### config.mk
export PLATFORM = sky130hd
export DESIGN_NAME = casc_counter
export DESIGN_NICKNAME = d
export VERILOG_FILES = /design/src/rtl/casc_counter_pkg.sv /design/src/rtl/casc_slice.sv /design/src/rtl/casc_counter.sv
export SDC_FILE = /design/constraint.sdc
export NUM_CORES = 1
export LEC_CHECK = 0
export ABC_CLOCK_PERIOD_IN_PS = 3150
export BUFFER_PORTS_ARGS = -buffer_cell sky130_fd_sc_hd__buf_2
export CAP_MARGIN = 20
export CORE_UTILIZATION = 35
export DETAILED_ROUTE_END_ITERATION = 10
export GPL_TIMING_DRIVEN = 0
export PLACE_DENSITY = 0.65
export SKIP_LAST_GASP = 1
export SLEW_MARGIN = 10
export SYNTH_ARGS = -nofsm -noshare
export SYNTH_HDL_FRONTEND = slang
export SYNTH_SLANG_ARGS = --single-unit
### constraint.sdc
create_clock -name clk -period 3.15 [get_ports clk]
set_clock_uncertainty 0.2 [all_clocks]
set_input_delay 0.63 -clock clk [delete_from_list [all_inputs] [get_ports clk]]
set_output_delay 0.63 -clock clk [all_outputs]
set_load 0.02 [all_outputs]
### src/rtl/casc_counter_pkg.sv
package casc_counter_pkg;
  localparam int unsigned SLICE_W = 4;
  localparam int unsigned N_SLICES = 3;
  localparam int unsigned TOTAL_W = SLICE_W * N_SLICES;
endpackage

### src/rtl/casc_slice.sv
module casc_slice #(
  parameter int unsigned W = 4
) (
  input  logic         clk,
  input  logic         clear_n,
  input  logic         load_n,
  input  logic         en_p,
  input  logic         en_t,
  input  logic [W-1:0] din,
  output logic [W-1:0] q,
  output logic         carry
);
  localparam logic [W-1:0] ALL_ONES = '1;

  logic [W-1:0] q_r;
  logic         started;

  always_ff @(posedge clk) begin
    if (!clear_n)          q_r <= '0;
    else if (!load_n)      q_r <= din;
    else if (en_p && en_t) q_r <= q_r + 1'b1;
  end

  always_ff @(posedge clk) begin
    if (!clear_n) started <= 1'b1;
  end

  assign q     = q_r;
  assign carry = (q_r == ALL_ONES) && en_t;


  clear_zero_chk: assert property (@(posedge clk) disable iff (!started)
    !clear_n |=> (q_r == '0));

  load_take_chk: assert property (@(posedge clk) disable iff (!started)
    (clear_n && !load_n) |=> (q_r == $past(din)));

  hold_idle_chk: assert property (@(posedge clk) disable iff (!started)
    (clear_n && load_n && !(en_p && en_t)) |=> $stable(q_r));

  carry_pulse_chk: assert property (@(posedge clk) disable iff (!started)
    (carry && en_p && clear_n && load_n) |=> !carry);
endmodule

### src/rtl/casc_counter.sv
module casc_counter
  import casc_counter_pkg::*;
(
  input  logic               clk,
  input  logic               clear_n,
  input  logic               load_n,
  input  logic               count_en,
  input  logic [TOTAL_W-1:0] load_val,
  output logic [TOTAL_W-1:0] count,
  output logic               term_carry
);
  logic [N_SLICES:0] chain;
  logic              started;

  assign chain[0] = count_en;

  for (genvar s = 0; s < N_SLICES; s++) begin : g_slice
    casc_slice #(.W(SLICE_W)) slice_i (
      .clk     (clk),
      .clear_n (clear_n),
      .load_n  (load_n),
      .en_p    (count_en),
      .en_t    (chain[s]),
      .din     (load_val[s*SLICE_W +: SLICE_W]),
      .q       (count[s*SLICE_W +: SLICE_W]),
      .carry   (chain[s+1])
    );
  end

  assign term_carry = chain[N_SLICES];

  always_ff @(posedge clk) begin
    if (!clear_n) started <= 1'b1;
  end


  count_step_chk: assert property (@(posedge clk) disable iff (!started)
    (clear_n && load_n && count_en) |=> (count == $past(count) + 1'b1));

  term_carry_chk: assert property (@(posedge clk) disable iff (!started)
    term_carry == (count_en && (&count)));

  wrap_chk: assert property (@(posedge clk) disable iff (!started)
    (clear_n && load_n && count_en && (&count)) |=> (count == '0));

  upper_hold_chk: assert property (@(posedge clk) disable iff (!started)
    (clear_n && load_n && count[SLICE_W-1:0] != '1) |=> $stable(count[TOTAL_W-1:SLICE_W]));
endmodule

==> metrics.md <==
| Metric | Value |
|---|---|
| Reg2Reg Depth | 6 |
| Starting density of the core | 0.3754 |
| Worst min path class | register to register |
| Total track usage | 0.1455 |
| Switching Fraction | 0.2920 |
| Sink Count | 12 |
| Hold Path Sink | g_slice[1].slice_i.q[1]$_SDFFE_PN0P_ |
| Synth top cells by count | 12 x dfxtp_1, 10 x nand2_1, 7 x o21ai_0, 6 x a21oi_1, 6 x xor2_1 |
| Antenna diode count | 0 |
| Dpl cells | 124 |
| R2r startpoint | g_slice[0].slice_i.q[0]$_SDFFE_PN0P_ |
| Setup TNS | 0 ns |
| Core Area | 0.001727 mm2 |
| DR vias/cell | 4.914 |
| Max-cap violations | 0 |
| Yosys Warn Count | 0 |
| Clock Pin Slew Worst Setup and Hold Paths | 0.09 ns |
| Via Count | 629 |
| Worst-path fanout max | 4 |
| Largest net degree at the start of global routing | 11 |
| GR peak layer | met2 |
| Max Slew Vio Count | 0 |
| Post-synth net total | 91 |
| IO Pins | 29 |
| Synth Instances | 72 |
| FMAX | 419.2 MHz |
| Clock group share of total power | 0.341 |
| Root buffer cell | clkbuf_4 |
| Clk_lat worst skew | 0.28 ns |
| Largest family of logic cells by synthesized area | compound AO/OA/AOI/OAI gates |
| Reg power frac | 0.475 |
| Final instance area | 850.8 um2 |
| Post-synthesis sequential area ratio | 0.3707 |
| Share of layout cells above drive strength 1 | 0.3204 |
| Worst setup SP type | register |
| Die height | 45.03 um |
| Post-route ant nets | 0 |
| Ys async rst share | 0 |
| Residual DRC | 0 |
| Critical Path Sink Type | primary output |
| Grt total ovfl | 0 |
| Power Internal | 262.8 uW |
| Max_slew headroom | 0.6981 |
| Family with the most delay on the worst path | simple AND/OR/NAND/NOR gates |
| Critical path, cell by cell | ha_1, nand4_1, nor2_1, and3_1, buf_2 |
| DR iter-0 viols | 7 |
| DP Area | 814.5 um2 |
| Critical Path RT | 2.32 ns |
| Die footprint | 0.002028 mm2 |
| Worst vdd ir | 0.2517 mV |
| Synth Flop Type | dfxtp_1 |
| Status | finished, final reports clean |
| Final core occ | 0.4928 |
| Logic pwr share | 0.184 |
| Met2 usage in global routing | 0.2551 |
| Hold_sp | g_slice[1].slice_i.q[1]$_SDFFE_PN0P_ |
| Worst Path Class, Setup | register to primary output |
| Post-CTS Resized | 0 |
| Post-Synth XOR/XNOR Area | 0.1216 |
| TritonCTS Buffers | 3 |
| Cell taking the most area after synthesis | dfxtp_1 |
| Yosys top cell area share | 0.3707 |
| Pwr/cell area | 436.2 mW/mm2 |
| Met3 usage | 0.06000 |
| Max reg flops | 12 |
| Critical path arrival | 1.56 ns |
| RSZ-0062 raised after global routing | false |
| Ranking of synthesized cells by area | dfxtp_1 37%, xor2_1 8.1%, o211a_1 6.2% |
| Worst-Margin Slew | 0.4528 ns |
| Number of cell rows | 15 |
| Mapped Avg Cell Area | 9.002 um2 |
| Crit path time final | 2.385 ns |
| Max stage delay on crit path | 0.39 ns |
| Hold buffer count at CTS | 0 |
| Top-count cell post-synth | dfxtp_1 |
| Clock Path Buffers | 2 |
| Critical-path top delay cell | dfxtp_1 |
| Yosys cell types | 20 |
| NetSw | 108.4 uW |
| Part of the cycle the worst path needs | 0.7572 |
| Grt met1 use | 0.1667 |
| Die width | 45.03 um |
| Post-synthesis compound-gate area fraction | 0.1969 |
| Hold depth | 2 |
| Input/output buffers | 27 |
| Final nets | 123 |
| Drt wl/cell | 11.16 um |
| Final GP Congestion | 0.7626 |
| Mux share of post-synthesis cell area | 0.03089 |
| First-pass GRT wire length | 2125 um |
| Hpwl dp | 1067 um |
| Critical path buffer and inverter count | 1 |
| Vias in the first global route | 534 |
| Flop-to-flop setup slack | 1.45 ns |
| Adder-Cell Fraction of Synth Area | 0.05792 |
| Critical R2R Capture | g_slice[2].slice_i.q[3]$_SDFFE_PN0P_ |
| DRT Wirelength | 1428 um |
| Syn Std Cell Area | 648.1 um2 |
| Antenna violations before repair | 0 |
| Lkg Pwr | 0.0004182 uW |
| H-tree levels | 1 |
| # setup viols final | 0 |
| DR pass1 iterations | 2 |
| Fin cells | 128 |
| Area grow syn2layout | 31.27% |
| Final Hold Viols | 0 |
| Post-Synth Simple-Gate Area | 0.1815 |
| Setup Buffers After CTS | 0 |
| CTS tree | built |
| Synth Register Bits | 12 |
| Final hold slack | 0.3300 ns |
| EDFF count, synth | 0 |
==> cells in the final DEF (no fill, tap or decap), drive strengths merged <==
cell type	instances
nand2	10
o21ai	7
a41oi	1
nand4	6
and4	1
xnor2	3
a21oi	6
clkbuf	8
nand3	1
buf	28
o211a	4
nor2	2
dfxtp	12
ha	3
a31oi	1
mux2i	2
and3	1
xor2	6
o31ai	1
==> power by group through the flow <==
stage / registers (uW) / logic (uW) / clock network (uW)
2_1_floorplan: 192 / 29.0 / 0
3_3_place_gp: 180 / 67.6 / 0
3_5_place_dp: 180 / 69.0 / 0
4_1_cts: 177 / 69.2 / 130
5_1_grt: 178 / 75.2 / 134
6_report: 176 / 68.3 / 127
==> kinds of logic (layout without fill, tap and decap cells) <==
kind of cell             Yosys count  after routing
multiplexers                       2              2
adder cells (fa/ha/maj)            3              3
XOR/XNOR                           9              9
AND/OR/NAND/NOR                   21             21
buffers and inverters              5             36
AO/OA/AOI/OAI                     20             20
flip-flops                        12             12
==> tightest hold or removal path: cells and delay by family, from the launching register on <==
kind	cells	cell delay, ns
DFF	1	0.35
AOI/OAI and AO/OA	1	0.07
and+or+nand+nor	1	0.07
==> area by class of cell <==
cell class	instances	area [um2]
Fill cell	204	875.8
Multi-Input combinational cell	55	381.6
Sequential cell	12	240.2
Timing Repair Buffer	27	135.1
Clock buffer	4	36.28
Tap cell	25	31.28
Buffer	5	26.28
==> through the flow <==
step	power (uW)	worst slack [ns]
3_3_place_gp	247.2	0.8821
6_report	371.2	0.7647
2_1_floorplan	220.8	1.027
5_1_grt	387.6	0.6836
4_1_cts	375.7	0.7467
3_5_place_dp	249.1	0.8723
==> metal layers <==
| metal | routed length, um | share of wire |
|---|---|---|
| met2 | 691 | 0.48 |
| met3 | 82 | 0.057 |
| met1 | 654 | 0.46 |
| met5 | 0 | 0 |
| met4 | 0 | 0 |
==> worst max path at each step <==
| stage | slack [ns] | end | depth (start not counted) | start |
|---|---|---|---|---|
| 2_1_floorplan | 1.03 | term_carry | 4 | g_slice[1].slice_i.q[0]$_SDFFE_PN0P_ |
| 3_3_place_gp | 0.88 | term_carry | 5 | count_en |
| 3_5_place_dp | 0.87 | term_carry | 5 | count_en |
| 4_1_cts | 0.75 | term_carry | 5 | g_slice[1].slice_i.q[0]$_SDFFE_PN0P_ |
| 5_1_grt | 0.68 | term_carry | 5 | g_slice[1].slice_i.q[0]$_SDFFE_PN0P_ |
| 6_report | 0.76 | term_carry | 5 | g_slice[1].slice_i.q[0]$_SDFFE_PN0P_ |
Note: power is estimated with default switching activity, not from simulation.
